`config.mk`:
```
export PLATFORM = sky130hd
export DESIGN_NAME = repl_victim_sel
export DESIGN_NICKNAME = d
export VERILOG_FILES = /design/src/rtl/repl_pkg.sv /design/src/rtl/repl_age_set.sv /design/src/rtl/repl_use_set.sv /design/src/rtl/repl_lfu_pick.sv /design/src/rtl/repl_victim_sel.sv
export SDC_FILE = /design/constraint.sdc
export NUM_CORES = 1
export LEC_CHECK = 0
export BUFFER_PORTS_ARGS = -buffer_cell sky130_fd_sc_hd__buf_2
export CORE_AREA = 2 2 71 73
export CTS_CLUSTER_DIAMETER = 120
export DETAILED_ROUTE_END_ITERATION = 7
export DIE_AREA = 0 0 73 75
export PLACE_DENSITY = 0.8
export SYNTH_ARGS = -nofsm -noshare
export SYNTH_HDL_FRONTEND = slang
export SYNTH_SLANG_ARGS = --single-unit
```
`constraint.sdc`:
```
create_clock -name clk -period 2.2 [get_ports clk]
set_input_delay 0 -clock clk [delete_from_list [all_inputs] [get_ports clk]]
set_output_delay 0 -clock clk [all_outputs]
set_load 0.05 [all_outputs]
```
`src/rtl/repl_pkg.sv`:
```
package repl_pkg;

   typedef enum logic [1:0] {
      REPL_FIFO = 2'd0,
      REPL_LRU  = 2'd1,
      REPL_LFU  = 2'd2
   } repl_policy_e;

   function automatic int idx_w(input int n);
      return (n > 1) ? $clog2(n) : 1;
   endfunction

endpackage

```
`src/rtl/repl_age_set.sv`:
```
// Age ranks of one set: 0 is newest, WAYS-1 is next to evict.
module repl_age_set #(
   parameter int WAYS  = 4,
   parameter int WAY_W = 2
) (
   input  logic                        clk,
   input  logic                        rst_n,
   input  logic                        clr,
   input  logic                        touch,
   input  logic [WAY_W-1:0]            touch_way,
   output logic [WAYS-1:0][WAY_W-1:0]  rank_o
);

   logic [WAY_W-1:0] touched_rank;
   assign touched_rank = rank_o[touch_way];

   always_ff @(posedge clk or negedge rst_n) begin
      if (!rst_n) begin
         for (int w = 0; w < WAYS; w++) rank_o[w] <= WAY_W'(WAYS - 1 - w);
      end else if (clr) begin
         for (int w = 0; w < WAYS; w++) rank_o[w] <= WAY_W'(WAYS - 1 - w);
      end else if (touch) begin
         for (int w = 0; w < WAYS; w++) begin
            if (WAY_W'(w) == touch_way)
               rank_o[w] <= '0;
            else if (rank_o[w] < touched_rank)
               rank_o[w] <= rank_o[w] + 1'b1;
         end
      end
   end

endmodule

```
`src/rtl/repl_use_set.sv`:
```
// Saturating access counters of one set.
module repl_use_set #(
   parameter int WAYS  = 4,
   parameter int WAY_W = 2,
   parameter int CNT_W = 4
) (
   input  logic                        clk,
   input  logic                        rst_n,
   input  logic                        clr,
   input  logic                        fill,
   input  logic [WAY_W-1:0]            fill_way,
   input  logic                        hit,
   input  logic [WAY_W-1:0]            hit_way,
   output logic [WAYS-1:0][CNT_W-1:0]  cnt_o
);

   localparam logic [CNT_W-1:0] CNT_MAX = {CNT_W{1'b1}};

   always_ff @(posedge clk or negedge rst_n) begin
      if (!rst_n) begin
         cnt_o <= '0;
      end else if (clr) begin
         cnt_o <= '0;
      end else if (fill) begin
         cnt_o[fill_way] <= CNT_W'(1);
      end else if (hit && cnt_o[hit_way] != CNT_MAX) begin
         cnt_o[hit_way] <= cnt_o[hit_way] + 1'b1;
      end
   end

endmodule

```
`src/rtl/repl_lfu_pick.sv`:
```
// Smallest count wins; a strict compare keeps the lowest way on ties.
module repl_lfu_pick #(
   parameter int WAYS  = 4,
   parameter int WAY_W = 2,
   parameter int CNT_W = 4
) (
   input  logic [WAYS-1:0][CNT_W-1:0] cnt_i,
   output logic [WAY_W-1:0]           way_o
);

   logic [CNT_W-1:0] best;

   always_comb begin
      way_o = '0;
      best  = cnt_i[0];
      for (int w = 1; w < WAYS; w++) begin
         if (cnt_i[w] < best) begin
            best  = cnt_i[w];
            way_o = WAY_W'(w);
         end
      end
   end

endmodule

```
`src/rtl/repl_victim_sel.sv`:
```
module repl_victim_sel #(
   parameter repl_pkg::repl_policy_e POLICY = repl_pkg::REPL_LRU,
   parameter int WAYS  = 4,
   parameter int SETS  = 4,
   parameter int CNT_W = 4,
   localparam int WAY_W = repl_pkg::idx_w(WAYS),
   localparam int SET_W = repl_pkg::idx_w(SETS)
) (
   input  logic             clk,
   input  logic             rst_n,
   input  logic             fill_en,
   input  logic [SET_W-1:0] fill_set,
   input  logic [WAY_W-1:0] fill_way,
   input  logic             hit_en,
   input  logic [SET_W-1:0] hit_set,
   input  logic [WAY_W-1:0] hit_way,
   input  logic             flush,
   input  logic [SET_W-1:0] query_set,
   output logic [WAY_W-1:0] victim_way
);

   if (WAYS < 1 || WAYS > 16) begin : g_bad_ways
      $error("repl_victim_sel: WAYS must be 1..16");
   end
   if (SETS < 1) begin : g_bad_sets
      $error("repl_victim_sel: SETS must be at least 1");
   end
   if (CNT_W < 1) begin : g_bad_cnt
      $error("repl_victim_sel: CNT_W must be at least 1");
   end

   if (WAYS == 1) begin : g_single
      assign victim_way = '0;
   end else if (POLICY == repl_pkg::REPL_LFU) begin : g_lfu
      logic [SETS-1:0][WAYS-1:0][CNT_W-1:0] cnt;
      for (genvar s = 0; s < SETS; s++) begin : g_set
         logic fill_here, hit_here;
         assign fill_here = fill_en && (fill_set == SET_W'(s));
         assign hit_here  = hit_en && (hit_set == SET_W'(s)) && !fill_here;
         repl_use_set #(.WAYS(WAYS), .WAY_W(WAY_W), .CNT_W(CNT_W)) u_use (
            .clk      (clk),
            .rst_n    (rst_n),
            .clr      (flush),
            .fill     (fill_here),
            .fill_way (fill_way),
            .hit      (hit_here),
            .hit_way  (hit_way),
            .cnt_o    (cnt[s])
         );
      end
      repl_lfu_pick #(.WAYS(WAYS), .WAY_W(WAY_W), .CNT_W(CNT_W)) u_pick (
         .cnt_i (cnt[query_set]),
         .way_o (victim_way)
      );
   end else begin : g_rank
      localparam bit HIT_REORDERS = (POLICY == repl_pkg::REPL_LRU);
      logic [SETS-1:0][WAYS-1:0][WAY_W-1:0] rank;
      for (genvar s = 0; s < SETS; s++) begin : g_set
         logic fill_here, hit_here;
         assign fill_here = fill_en && (fill_set == SET_W'(s));
         assign hit_here  = HIT_REORDERS && hit_en && (hit_set == SET_W'(s));
         repl_age_set #(.WAYS(WAYS), .WAY_W(WAY_W)) u_age (
            .clk       (clk),
            .rst_n     (rst_n),
            .clr       (flush),
            .touch     (fill_here || hit_here),
            .touch_way (fill_here ? fill_way : hit_way),
            .rank_o    (rank[s])
         );
      end
      always_comb begin
         victim_way = '0;
         for (int w = 0; w < WAYS; w++) begin
            if (rank[query_set][w] == WAY_W'(WAYS - 1)) victim_way = WAY_W'(w);
         end
      end
   end

endmodule

```
Word level (Yosys, flattened, before mapping)
Cells that the tools add are included.

cells by class
  $add $sub $neg = 16
  $lt $le $gt $ge = 21
  equal/unequal tests = 21
  multiplexer cells = 57
  reductions and logical operators = 54

operators by type and width
  kind                 number
  $mux 2               42
  $mux 8               9
  $reduce_bool 3->1    16
  $add 2x1->2 const B  16
  $lt 2x2->1           16
  $reduce_and 2->1     16
  $bmux 2 s2           4
  $bmux 8 s2           1
  $eq 2x2->1 const A   8
  $lt 2x3->1 const B   5
  $eq 2x2->1 const B   7
  $logic_not 2->1      6
  $eq 1x2->1 const A   4
  $logic_and 1x1->1    8
  $reduce_bool 2->1    4
  $eq 2x1->1 const B   2
  $logic_or 1x1->1     4
  $mux 1               1

storage, ports and cells
  register bits after elaboration = 32
  input bits = 15
  logic and storage cells = 185

Logic depth before layout (Yosys ltp)
  depth in word-level cells = 10
  depth in mapped cells = 8
  gate-level depth less buffers = 6

Cells and area by module
From an unflattened synthesis, not the netlist that was laid out.

second synthesis, totals
  cell total of the unflattened synthesis = 308
  area, all modules = 2,844.0 um^2

by module, submodules not included
  module                                    times used  cells an instance  area an instance (um^2)  sequential area each (um^2)
  repl_age_set (g_rank.g_set[1].u_age ...)  3           67                 629.4                    205.2
  repl_age_set (g_rank.g_set[0].u_age)      1           69                 655.6                    205.2
  repl_victim_sel                           1           38                 300.3                    0.0

Worst setup path before layout
No wires, ideal clock.

  path type = register -> register
  start = register g_rank.g_set[1].u_age.rank_o[6] (netlist name)
  end = register g_rank.g_set[1].u_age.rank_o[0] (netlist name)
  arrival = 1.775 ns
  slack = 0.343 ns
  stages on the path, launching flop included = 8
  clock period less this slack = 1.857 ns
  cell sequence = dfrtp_1 > clkbuf_1 > mux2_1 > and3_1 > a221o_1 > maj3_1 > nor3_1 > o21ai_1

between the ends
  word-level cells in the longest chain between the ends = 5

RTL lines
  element                          RTL line            RTL
  start, declared                  repl_age_set.sv:11  output logic [WAYS-1:0][WAY_W-1:0] rank_o
  start signal, assigned by index  repl_age_set.sv:27  rank_o[w] <= rank_o[w] + 1'b1;
  $bmux 2 s2                       repl_age_set.sv:15  assign touched_rank = rank_o[touch_way];
  $mux 2 (implied by the code)     repl_age_set.sv:15
  $lt 2x2->1                       repl_age_set.sv:26  else if (rank_o[w] < touched_rank)
  $reduce_bool 3->1 (no line)      --
  $reduce_and 2->1 (no line)       --

Every way passes these cells. The select of a mux whose other input is x is not followed.
A chain may end at the register's enable or synchronous reset.

Worst setup path in the final report
  start = register g_rank.g_set[1].u_age.rank_o[5] (netlist name)
  end = register g_rank.g_set[1].u_age.rank_o[4] (netlist name)

between the ends
  word-level cells in the longest chain between the ends = 5

RTL lines
  element                        RTL line
  $bmux 2 s2                     repl_age_set.sv:15
  $mux 2 (implied by the code)   repl_age_set.sv:15
  $lt 2x2->1 *                   repl_age_set.sv:26
  $reduce_bool 3->1 (no line) *  --
  $reduce_and 2->1 (no line) *   --

Mark *: on every way between the ends. The rest lies on a longest branch, timed or not. The select of a mux whose other input is x is not followed.

==> run metrics <==
Placed Instance Area 2850 µm²; number of distinct library cells after synthesis 50; GRT Residual Overflow 0; number of synthesis warnings 0; Hold Path Stages 2; CP bufs+invs 0; layout-stage area growth over the synthesis result 7.53%; via count about 2600; worst-case register-to-register setup slack 0.25 ns; design area a little under 3000 µm²; HPWL Detailed between 4000 and 5000 µm; max reg flops 32; endpoint class of the critical path flop; maximum clock insertion buffer count 2; root buf cell clkbuf_8; overall power approximately 2.1 mW; die area 5480 µm²; Power Internal around 1.3 mW; effective utilization at floorplan just under 60%; share of flip-flops with an asynchronous set or reset 100%; Critical Setup Path Class reg2reg; commonest cells in the synthesized netlist 52 x a21oi_1, 35 x nand2_1, 32 x nor2_1, 21 x o21ai_0; number of violations reported at the end of detailed-routing iteration 0 roughly 280; GRT Overall Usage roughly 28%; worst hold path startpoint flush; IO Pins 17; area share of the largest cell type after synthesis roughly 15%; die span in y around 75 µm; worst-path fanout max 6; Die Wd between 70 and 80 µm; multi-input logic area ~1800 µm²; peak supply drop about 0.00055 V; weighted congestion reported at the end of routability-driven placement roughly 0.91; kind of start point of the critical path flop; largest registers ranked by flip-flop count g_rank.g_set.u_age.rank_o: 32 flops; FF/Latch Area 821 µm²; total of endpoints with negative setup slack in the final report 0; pwr dens slightly above 700 nW/µm²; headroom to the max-slew limit roughly half; net switching fraction of the power roughly 38%; Crit Reg-Reg Startpoint g_rank.g_set[1].u_age.rank_o[5]; Syn Inst Count 323; Mapped Nets 338; largest register by flop count g_rank.g_set.u_age.rank_o; number of antenna violations at the first check in global routing 0; Std-Cell Rows 25; Max-Cap Viols 0; post-layout net count between 300 and 400; number of resized instances in the post-cts repair step 0; DRC violations left 0; CTS tree done; max-slew violation count 0; cell with the most instances after synthesis a21oi_1; category of cells accounting for the largest share of critical-path delay multiplexers; largest area contributor in the netlist dfstp_2; mean routed wirelength per cell approximately 18 µm; post-synthesis instance area about 2700 µm²; router iterations before antenna repair 5; FF-to-FF End g_rank.g_set[1].u_age.rank_o[4]; clock period minus worst slack ~2 ns; global-route wire length before repair approximately 12000 µm; count of endpoints failing hold in the final timing report 0; run status completed; vias per cell about 6.6; maximum operating frequency ~500 MHz; Static Leak 1.21 nW; antenna-violating nets left 0; crit path setup slack, layout around 0.25 ns; number of diodes 0; cell with the largest stage delay on the worst path mux4_2; clock power share 23.6%; required time of the critical path between 2 and 2.5 ns; type of the most critical hold path in2reg; TritonCTS buffer count 5; worst reg2reg path depth 6; number of synthesized flops with an enable pin 0; Port-buffer cells 16; worst-skew pair later-pin latency a little under 0.3 ns; worst clock skew on the final layout just under 0.008 ns; RSZ-0062 raised after global routing no; total core area ~4700 µm²; switching power summed over all nets 0.790 mW; via count of the first global-routing pass about 2400; top cells by area, synth dfstp_2 15%, dfrtp_1 15%, mux4_2 11%, a21oi_1 9.5%, nand2_1 4.8%; worst slack, placed approximately 0.25 ns; Worst Path Arrival roughly 2.2 ns; average cell area after synthesis around 8.5 µm²; synthesized flop and latch total 32; setup total negative slack 0 ns; slew at the pin with the worst max-slew slack 0.747 ns; main flop type after synthesis dfstp_2; part of the Yosys area used for sequential elements around 30%; sequential group share of total power between 40 and 50%; Worst Hold Slack approximately 0.15 ns; cell-by-cell trace of the critical path mux4_2 -> mux2_4 -> a31oi_4 -> nand2_1 -> a211o_1 -> nand4_1; number of clock sinks 32; Slowest Stage Delay on Critical Path between 0.4 and 0.5 ns; number of fill cells around 390; clock-pin slew reported for the worst setup and hold paths after clock tree synthesis about 0.070 ns; largest net degree at the start of global routing 33; wire length reported by the detailed router between 7000 and 8000 µm; fraction of layout instances using a drive strength above 1 approximately 22%; share of total power in combinational logic between 30 and 40%; number of levels the H-tree was split into 2; portion of the clock cycle consumed by the worst path in the final layout ~90%; hold-critical path endpoint g_rank.g_set[1].u_age.rank_o[5]
metrics by stage:
step	utilization, %	instances
global route	63.2	389
global placement	61.1	380
detailed placement	61.1	380
CTS	63.2	389
floorplan	-	323
finish	63.2	389
power groups by stage:
stage,Clock (mW),Sequential [mW],Combinational [mW]
after global placement,0,0.846,0.718
after global routing,0.518,0.868,0.824
final,0.494,0.852,0.748
after CTS,0.498,0.844,0.742
after floorplan,0,0.804,0.592
after detailed placement,0,0.850,0.735
cell usage in the layout (no fill, tap or decap), types with 2 or more instances in the layout:
cell type | Yosys | final
a21oi_1 | 52 | 52
nand2_1 | 35 | 35
nor2_1 | 32 | 32
o21ai_0 | 21 | 21
dfstp_2 | 16 | 16
dfrtp_1 | 16 | 16
buf_2 | 6 | 16
mux4_2 | 13 | 13
mux2i_1 | 12 | 12
nand3_1 | 10 | 10
nand2b_1 | 9 | 9
buf_4 | 0 | 8
nor3_1 | 7 | 7
inv_1 | 7 | 7
o211ai_1 | 6 | 6
clkbuf_8 | 0 | 6
nor2b_1 | 5 | 5
mux2_2 | 5 | 5
o21ai_1 | 4 | 4
nor3b_1 | 4 | 4
and3_1 | 4 | 4
or2_2 | 3 | 3
a31oi_1 | 3 | 3
nand3b_1 | 3 | 3
a211oi_1 | 3 | 3
o22ai_1 | 3 | 3
mux2i_4 | 2 | 2
or3_1 | 2 | 2
a211o_1 | 2 | 2
and2_1 | 2 | 2
nand4_1 | 2 | 2
o311ai_0 | 2 | 2
clkbuf_1 | 12 | 2
worst max-delay path by stage:
stage / from / to / slack [ns] / cells after the start
finish: g_rank.g_set[1].u_age.rank_o[5] / g_rank.g_set[1].u_age.rank_o[4] / 0.25 / 6
global route: g_rank.g_set[1].u_age.rank_o[5] / g_rank.g_set[1].u_age.rank_o[2] / 0.16 / 5
CTS: g_rank.g_set[1].u_age.rank_o[5] / g_rank.g_set[1].u_age.rank_o[4] / 0.26 / 6
detailed placement: fill_way[1] / g_rank.g_set[1].u_age.rank_o[4] / 0.25 / 7
global placement: fill_way[1] / g_rank.g_set[2].u_age.rank_o[4] / 0.29 / 7
floorplan: g_rank.g_set[1].u_age.rank_o[6] / g_rank.g_set[1].u_age.rank_o[0] / 0.34 / 7
metal layers:
metal,vias up,routed length (µm),track usage (%)
met5,-,0,0
met4,0,178,10.9
met3,21,436,4.95
met2,109,3260,44.2
met1,1227,3240,39.0
li1,1216,-,-
cell families after synthesis:
kind of cell	after synthesis	synth area share [%]
and+or+nand+nor	123	21.9
buffers and inverters	28	4.66
muxes	35	20.7
AOI/OAI and AO/OA	104	22.5
DFF	32	30.0
adders and majority gates	1	0.365
timing repair:
action                                  CTS  global route
setup buffers                             0             0
endpoints found under the setup margin    0             0
hold buffers                              1             0
endpoints found under the hold margin    16             0
final cells by class:
class / count / area share [%]
multi-input combinational: 263 / 60.8
inverter: 7 / 0.892
tap: 54 / 2.29
clock buffer: 8 / 3.06
timing repair buffer: 25 / 5.10
sequential: 32 / 27.9
No activity file was read; power rests on OpenSTA's default activity.
